**src/rtl/sc_pkg.sv**
```systemverilog
`timescale 1ns/1ps
package sc_pkg;
  localparam int BYTE_W = 8;
  localparam logic [BYTE_W-1:0] PFX_MARK = 8'h01;

  typedef struct packed {
    logic [BYTE_W-1:0] code;
    logic              block;
  } search_cmd_t;
endpackage

```
**src/rtl/sc_prefix_det.sv**
```systemverilog
`timescale 1ns/1ps
module sc_prefix_det
  import sc_pkg::*;
#(
  parameter int ZERO_RUN = 2
) (
  input  logic              clk,
  input  logic              rst_n,
  input  logic              beat,
  input  logic [BYTE_W-1:0] byte_in,
  output logic              code_slot
);
  localparam int ZW = $clog2(ZERO_RUN + 1);
  localparam logic [ZW-1:0] ZMAX = ZW'(ZERO_RUN);

  logic [ZW-1:0] zcnt_q, zcnt_d;
  logic          pfx_q, pfx_d;
  logic          is_zero;

  assign is_zero   = (byte_in == '0);
  assign code_slot = pfx_q;

  always_comb begin
    zcnt_d = zcnt_q;
    pfx_d  = pfx_q;
    if (beat) begin
      if (pfx_q) begin
        pfx_d  = 1'b0;
        zcnt_d = is_zero ? ZW'(1) : '0;
      end else if (is_zero) begin
        zcnt_d = (zcnt_q == ZMAX) ? ZMAX : zcnt_q + ZW'(1);
      end else if (byte_in == PFX_MARK && zcnt_q == ZMAX) begin
        pfx_d  = 1'b1;
        zcnt_d = '0;
      end else begin
        zcnt_d = '0;
      end
    end
  end

  always_ff @(posedge clk or negedge rst_n) begin
    if (!rst_n) begin
      zcnt_q <= '0;
      pfx_q  <= 1'b0;
    end else if (beat) begin
      zcnt_q <= zcnt_d;
      pfx_q  <= pfx_d;
    end
  end
endmodule

```
**src/rtl/sc_match_ctl.sv**
```systemverilog
`timescale 1ns/1ps
module sc_match_ctl
  import sc_pkg::*;
(
  input  logic              clk,
  input  logic              rst_n,
  input  logic              arm,
  input  logic [BYTE_W-1:0] arm_code,
  input  logic              arm_block,
  input  logic              resume,
  input  logic              beat,
  input  logic [BYTE_W-1:0] byte_in,
  input  logic              code_slot,
  output logic              match,
  output logic [BYTE_W-1:0] match_code,
  output logic              hold,
  output logic              armed
);
  search_cmd_t       cmd_q, cmd_d;
  logic              armed_q, armed_d;
  logic              match_q, match_d;
  logic [BYTE_W-1:0] code_q, code_d;
  logic              hold_q, hold_d;
  logic              hit;
  logic              cmd_en, code_en;

  assign hit     = beat && code_slot && armed_q && (byte_in == cmd_q.code);
  assign cmd_en  = arm;
  assign code_en = hit;

  always_comb begin
    cmd_d.code  = arm_code;
    cmd_d.block = arm_block;
    match_d     = hit;
    code_d      = byte_in;
    if (arm)      armed_d = 1'b1;
    else if (hit) armed_d = 1'b0;
    else          armed_d = armed_q;
    if (hit && cmd_q.block) hold_d = 1'b1;
    else if (resume)        hold_d = 1'b0;
    else                    hold_d = hold_q;
  end

  always_ff @(posedge clk or negedge rst_n) begin
    if (!rst_n) begin
      cmd_q   <= '0;
      armed_q <= 1'b0;
      match_q <= 1'b0;
      code_q  <= '0;
      hold_q  <= 1'b0;
    end else begin
      armed_q <= armed_d;
      match_q <= match_d;
      hold_q  <= hold_d;
      if (cmd_en)  cmd_q  <= cmd_d;
      if (code_en) code_q <= code_d;
    end
  end

  assign match      = match_q;
  assign match_code = code_q;
  assign hold       = hold_q;
  assign armed      = armed_q;
endmodule

```
**src/rtl/sc_flow_gate.sv**
```systemverilog
`timescale 1ns/1ps
module sc_flow_gate
  import sc_pkg::*;
(
  input  logic [BYTE_W-1:0] in_data,
  input  logic              in_valid,
  output logic              in_ready,
  output logic [BYTE_W-1:0] out_data,
  output logic              out_valid,
  input  logic              out_ready,
  input  logic              hold,
  output logic              beat
);
  assign out_data  = in_data;
  assign out_valid = in_valid && !hold;
  assign in_ready  = out_ready && !hold;
  assign beat      = in_valid && out_ready && !hold;
endmodule

```
**src/rtl/sc_scanner.sv**
```systemverilog
`timescale 1ns/1ps
module sc_scanner
  import sc_pkg::*;
#(
  parameter int ZERO_RUN = 2
) (
  input  logic              clk,
  input  logic              rst_n,
  input  logic [BYTE_W-1:0] in_data,
  input  logic              in_valid,
  output logic              in_ready,
  output logic [BYTE_W-1:0] out_data,
  output logic              out_valid,
  input  logic              out_ready,
  input  logic              arm,
  input  logic [BYTE_W-1:0] arm_code,
  input  logic              arm_block,
  input  logic              resume,
  output logic              match,
  output logic [BYTE_W-1:0] match_code,
  output logic              hold,
  output logic              armed
);
  logic beat;
  logic code_slot;
  logic hold_i;

  sc_flow_gate u_gate (
    .in_data   (in_data),
    .in_valid  (in_valid),
    .in_ready  (in_ready),
    .out_data  (out_data),
    .out_valid (out_valid),
    .out_ready (out_ready),
    .hold      (hold_i),
    .beat      (beat)
  );

  sc_prefix_det #(.ZERO_RUN(ZERO_RUN)) u_pfx (
    .clk       (clk),
    .rst_n     (rst_n),
    .beat      (beat),
    .byte_in   (in_data),
    .code_slot (code_slot)
  );

  sc_match_ctl u_ctl (
    .clk        (clk),
    .rst_n      (rst_n),
    .arm        (arm),
    .arm_code   (arm_code),
    .arm_block  (arm_block),
    .resume     (resume),
    .beat       (beat),
    .byte_in    (in_data),
    .code_slot  (code_slot),
    .match      (match),
    .match_code (match_code),
    .hold       (hold_i),
    .armed      (armed)
  );

  assign hold = hold_i;
endmodule

```
**config.mk**
```make
export PLATFORM = sky130hd
export DESIGN_NAME = sc_scanner
export DESIGN_NICKNAME = d
export VERILOG_FILES = /design/src/rtl/sc_pkg.sv /design/src/rtl/sc_prefix_det.sv /design/src/rtl/sc_match_ctl.sv /design/src/rtl/sc_flow_gate.sv /design/src/rtl/sc_scanner.sv
export SDC_FILE = /design/constraint.sdc
export NUM_CORES = 1
export LEC_CHECK = 0
export BUFFER_PORTS_ARGS = -buffer_cell sky130_fd_sc_hd__buf_4
export CAP_MARGIN = 0
export CORE_ASPECT_RATIO = 0.8
export CORE_UTILIZATION = 45
export CTS_CLUSTER_DIAMETER = 150
export CTS_CLUSTER_SIZE = 12
export DETAILED_ROUTE_END_ITERATION = 6
export MAX_ROUTING_LAYER = met4
export PLACE_DENSITY = 0.82
export SKIP_LAST_GASP = 1
export SYNTH_ARGS = -nofsm -noshare
export SYNTH_HDL_FRONTEND = slang
export SYNTH_SLANG_ARGS = --single-unit
```
**constraint.sdc**
```tcl
create_clock -name clk -period 5.6 [get_ports clk]
set_input_delay 1.68 -clock clk [delete_from_list [all_inputs] [get_ports clk]]
set_output_delay 1.68 -clock clk [all_outputs]
set_load 0.05 [all_outputs]
```
After elaboration in Yosys (flattened, before gate mapping):

Index checks and enable logic that the tools add are counted.

* reduce and logical (&&, ||, !) cells: 13
* add/sub/neg operators: 1
* mux-type cells: 11
* eq/ne operators: 3

Operators by type and width (number)
* logical AND 1 bit: 9
* equality test 8 x 1 -> 1 bit (second input constant): 1
* equality test 8 bit: 1
* logical NOT 8 bit: 1
* 2-to-1 mux 1 bit: 8
* 2-to-1 mux 2 bit: 3
* nonzero test 2 bit: 2
* adder 2 x 1 -> 2 bit (second input constant): 1
* equality test 2 bit (second input constant): 1
* logical NOT 1 bit: 1

* input bits: 23
* register bits after elaboration: 23
* output and inout port bits: 21

Longest topological paths before layout:

* depth in word-level cells: 7
* mapped depth: 5

Modules after synthesis:

From an unflattened synthesis, not the netlist that was laid out.

* cells, all modules: 85
* area, all modules: 1148.6 um2

By module, submodules not included
* sc_match_ctl: cells each 58, area each 882.1 um2, instances 1
* sc_prefix_det: cells each 16, area each 185.2 um2, instances 1
* sc_flow_gate: cells each 11, area each 81.3 um2, instances 1

Worst setup path before layout:

No wires, ideal clock.

* path type: input-to-output
* from: input port out_ready
* to: output port in_ready
* stages: 1
* slack: 1.957 ns
* arrival: 1.963 ns
* path buffers: 0
* required time: 3.920 ns
* cells stage by stage: and2b_2

* cells in the longest elaborated chain, start to end: 1

Ends and longest elaborated chain
* from (decl): line sc_scanner.sv:14 `input logic out_ready,`
* logical AND 1 bit: line sc_flow_gate.sv:16 `assign in_ready = out_ready && !hold;`
* to (decl): line sc_scanner.sv:11 `output logic in_ready,`

Every way passes these cells.

Final worst setup path:

* from: input port in_valid
* to: output port out_valid

* cells in the longest elaborated chain, start to end: 1

Ends and longest elaborated chain
* from (decl): line sc_scanner.sv:10 `input logic in_valid,`
* logical AND 1 bit: line sc_flow_gate.sv:15 `assign out_valid = in_valid && !hold;`
* to (decl): line sc_scanner.sv:13 `output logic out_valid,`

Every way passes these cells.

==> results_dict.tcl <==
set metrics [dict create \
    status "finished clean" \
    path_class "primary input to primary output" \
    clk-insertion-delay-late_ns 0.30 \
    firstDrtPassIters 3 \
    post-route-util_pct 63.8 \
    min_period_over_period_pct 68.4 \
    vias 769 \
    diodes 0 \
    finalSetupTns_ns 0 \
    grt_overflow 0 \
    grt_pass1_vias 764 \
    h-tree-depth 1 \
    synth_area_leaders "dfrtp_1 51%, mux2_4 11%, mux2_2 9.0%, xnor2_1 6.2%, buf_4 5.3%" \
    timing.rr.end "u_ctl.match_code[7]" \
    grt_pass1_wl_mm 3.62 \
    wl_per_cell_um 13.7 \
    cts_sinks 23 \
    hold_path_class "flop to flop" \
    die_area_um2 2720 \
    maxCapViolCount 0 \
    place_inst 153 \
    netlist_instances 86 \
    fin_nets 149 \
    grtUsageTotal_pct 19.5 \
    cp-start-kind "primary input" \
    reg2regPathDepth 4 \
    relSlewSlack_pct 70.9 \
    fp.dieH_um 46.9 \
    ctsRootBufferMaster "clkbuf_4" \
    cpMaxStageDelayCell "and2b_2" \
    crit_fanout 2 \
    r2r_start "u_ctl.hold" \
    port_buffers 43 \
    synth_top_area_cell "dfrtp_1" \
    antenna_found_initial 0 \
    leakage_nw 0.711 \
    slew_viol_final 0 \
    clock.fmax_mhz 261 \
    numCtsBuffers 3 \
    hold_depth 1 \
    crit_required_ns 3.92 \
    end_kind "primary output" \
    post-cts-setup-buffers 0 \
    holdBufCountCts 0 \
    cts_resized 0 \
    grt_setup_unrepaired "false" \
    finalSetupViolCount 0 \
    drc 0 \
    wl_mm 2.16 \
    initial_core_util_pct 49.9 \
    synth.avg_cell_area_um2 13.2 \
    crit_path_cell_trace "buf_4 -> and2b_2 -> buf_4" \
    skew_ns 0.00247 \
    yosysUniqueCellTypes 25 \
    power_density_nw_per_um2 216 \
    clk_pin_slew_worst_paths_ns 0.12 \
    grt_max_degree 24 \
    synth-seq-area-share_pct 50.8 \
    cts_buffer_depth 2 \
    core_area_um2 2270 \
    min_from "u_ctl.cmd_q[0]" \
    chipWidth_um 58.1 \
    crit_path_frequent_cell "buf_4" \
    ir_drop_mv 0.162 \
    drt-initial-drc-count 17 \
    max_stage_delay_ns 0.18 \
    vias_per_cell 4.90 \
    syn_area_um2 1130 \
    fillers 199 \
    worst_pin_slew_ns 0.432 \
    cts_tree "done" \
    instances_no_fill 157 \
    postRouteAntennaNets 0 \
    syn-num-nets 111 \
    synth_top_area_share_pct 50.8 \
    layout-drive-gt1-share_pct 57.7 \
    fp-row-count 15 \
    ios 44 \
    ys_ff_latch 23 \
    period_needed_ns 3.83 \
    area_growth_pct 28.0 \
    yosysWarnings 0 \
    gp_congestion 0.705 \
    r2r_slack_ns 3.71 \
    hold_end "u_ctl.hold" \
    dpl.hpwl_mm 1.70 \
    cp.arrival_ns 2.15 \
    hold_violations 0 \
]
## layer usage
| metal | GRT usage [%] | wire (µm) | up-vias |
|---|---|---|---|
| met1 | 24.6 | 1000 | 374 |
| li1 | - | - | 367 |
| met4 | 4.29 | 18 | 0 |
| met3 | 5.79 | 91 | 2 |
| met5 | - | 0 | - |
| met2 | 31.5 | 1040 | 26 |
## cell usage in the layout (no fill, tap or decap)
master / instances
mux2_4: 8
and2b_2: 2
or4b_2: 1
nand4_1: 2
o21ai_0: 1
nor2_1: 1
o32ai_1: 1
a21o_2: 1
buf_4: 43
o22ai_1: 1
inv_1: 4
dfrtp_1: 23
a22o_2: 1
and3b_2: 1
ha_1: 2
nor4_1: 2
clkbuf_4: 3
clkbuf_1: 1
nand2_1: 2
mux2_2: 9
or4_4: 1
nand3_1: 3
nand2_2: 1
nor3_1: 1
xnor2_1: 8
## sequential cells by signal, indices dropped and copies added (netlist names)
register / flops
u_ctl.armed: 1
u_ctl.cmd_q: 9
u_ctl.hold: 1
u_ctl.match: 1
u_ctl.match_code: 8
u_pfx.code_slot: 1
u_pfx.zcnt_q: 2
## where the power goes
part,internal [mW],leakage [nW],switching (mW)
clock network,0.0278,0.0150,0.0464
registers,0.173,0.296,0.00447
logic,0.0285,0.400,0.0335
total,0.229,0.711,0.0844
## worst max-delay path: cells and delay by family
family                 cells  cell delay [ns]
AND/OR/NAND/NOR            1             0.18
buffers and inverters      2             0.29
## per-stage QoR
stage / worst slack, ns / total power, mW / area (µm²) / hold slack [ns]
after floorplan: 1.96 / 0.219 / 1130 / 0.467
after global placement: 1.78 / 0.241 / 1420 / 0.481
after detailed placement: 1.76 / 0.243 / 1420 / 0.482
after CTS: 1.76 / 0.318 / 1450 / 0.511
after global routing: 1.75 / 0.331 / 1450 / 0.531
final: 1.77 / 0.313 / 1450 / 0.508
## synthesized netlist by cell type, drive strengths merged
master   n
inv      4
a21o     1
and2b    2
nor3     1
nand3    3
nand4    2
mux2    17
dfrtp   23
o21ai    1
o22ai    1
a22o     1
ha       2
nor2     1
buf      9
nand2    3
and3b    1
or4b     1
o32ai    1
clkbuf   1
nor4     2
or4      1
xnor2    8
## area by class of cell
type | count | area [µm²] | share of cell area, %
flip-flops and latches | 23 | 576 | 39.7
inverters | 4 | 15.0 | 1.04
repair buffers | 43 | 323 | 22.3
clock buffers | 4 | 26.3 | 1.81
well taps | 34 | 42.5 | 2.94
multi-input cells | 49 | 467 | 32.2
## how the worst max path moves through the flow
stage	start	end	slack, ns	cells past startpoint
6_report	in_valid	out_valid	1.77	3
5_1_grt	in_valid	out_valid	1.75	3
4_1_cts	in_valid	out_valid	1.76	3
3_5_place_dp	in_valid	out_valid	1.76	3
3_3_place_gp	out_ready	in_ready	1.78	3
2_1_floorplan	out_ready	in_ready	1.96	1
## kinds of logic (layout without fill, tap and decap cells)
| family | after synthesis | after routing | synth area share (%) |
|---|---|---|---|
| flip-flops | 23 | 23 | 50.8 |
| multiplexers | 17 | 17 | 19.6 |
| AND/OR/NAND/NOR | 17 | 17 | 9.83 |
| buffers and inverters | 14 | 51 | 7.96 |
| XOR/XNOR | 8 | 8 | 6.19 |
| AO/OA/AOI/OAI | 5 | 5 | 3.43 |
| adder cells (fa/ha/maj) | 2 | 2 | 2.21 |
Power figures use the tool's default switching activity.
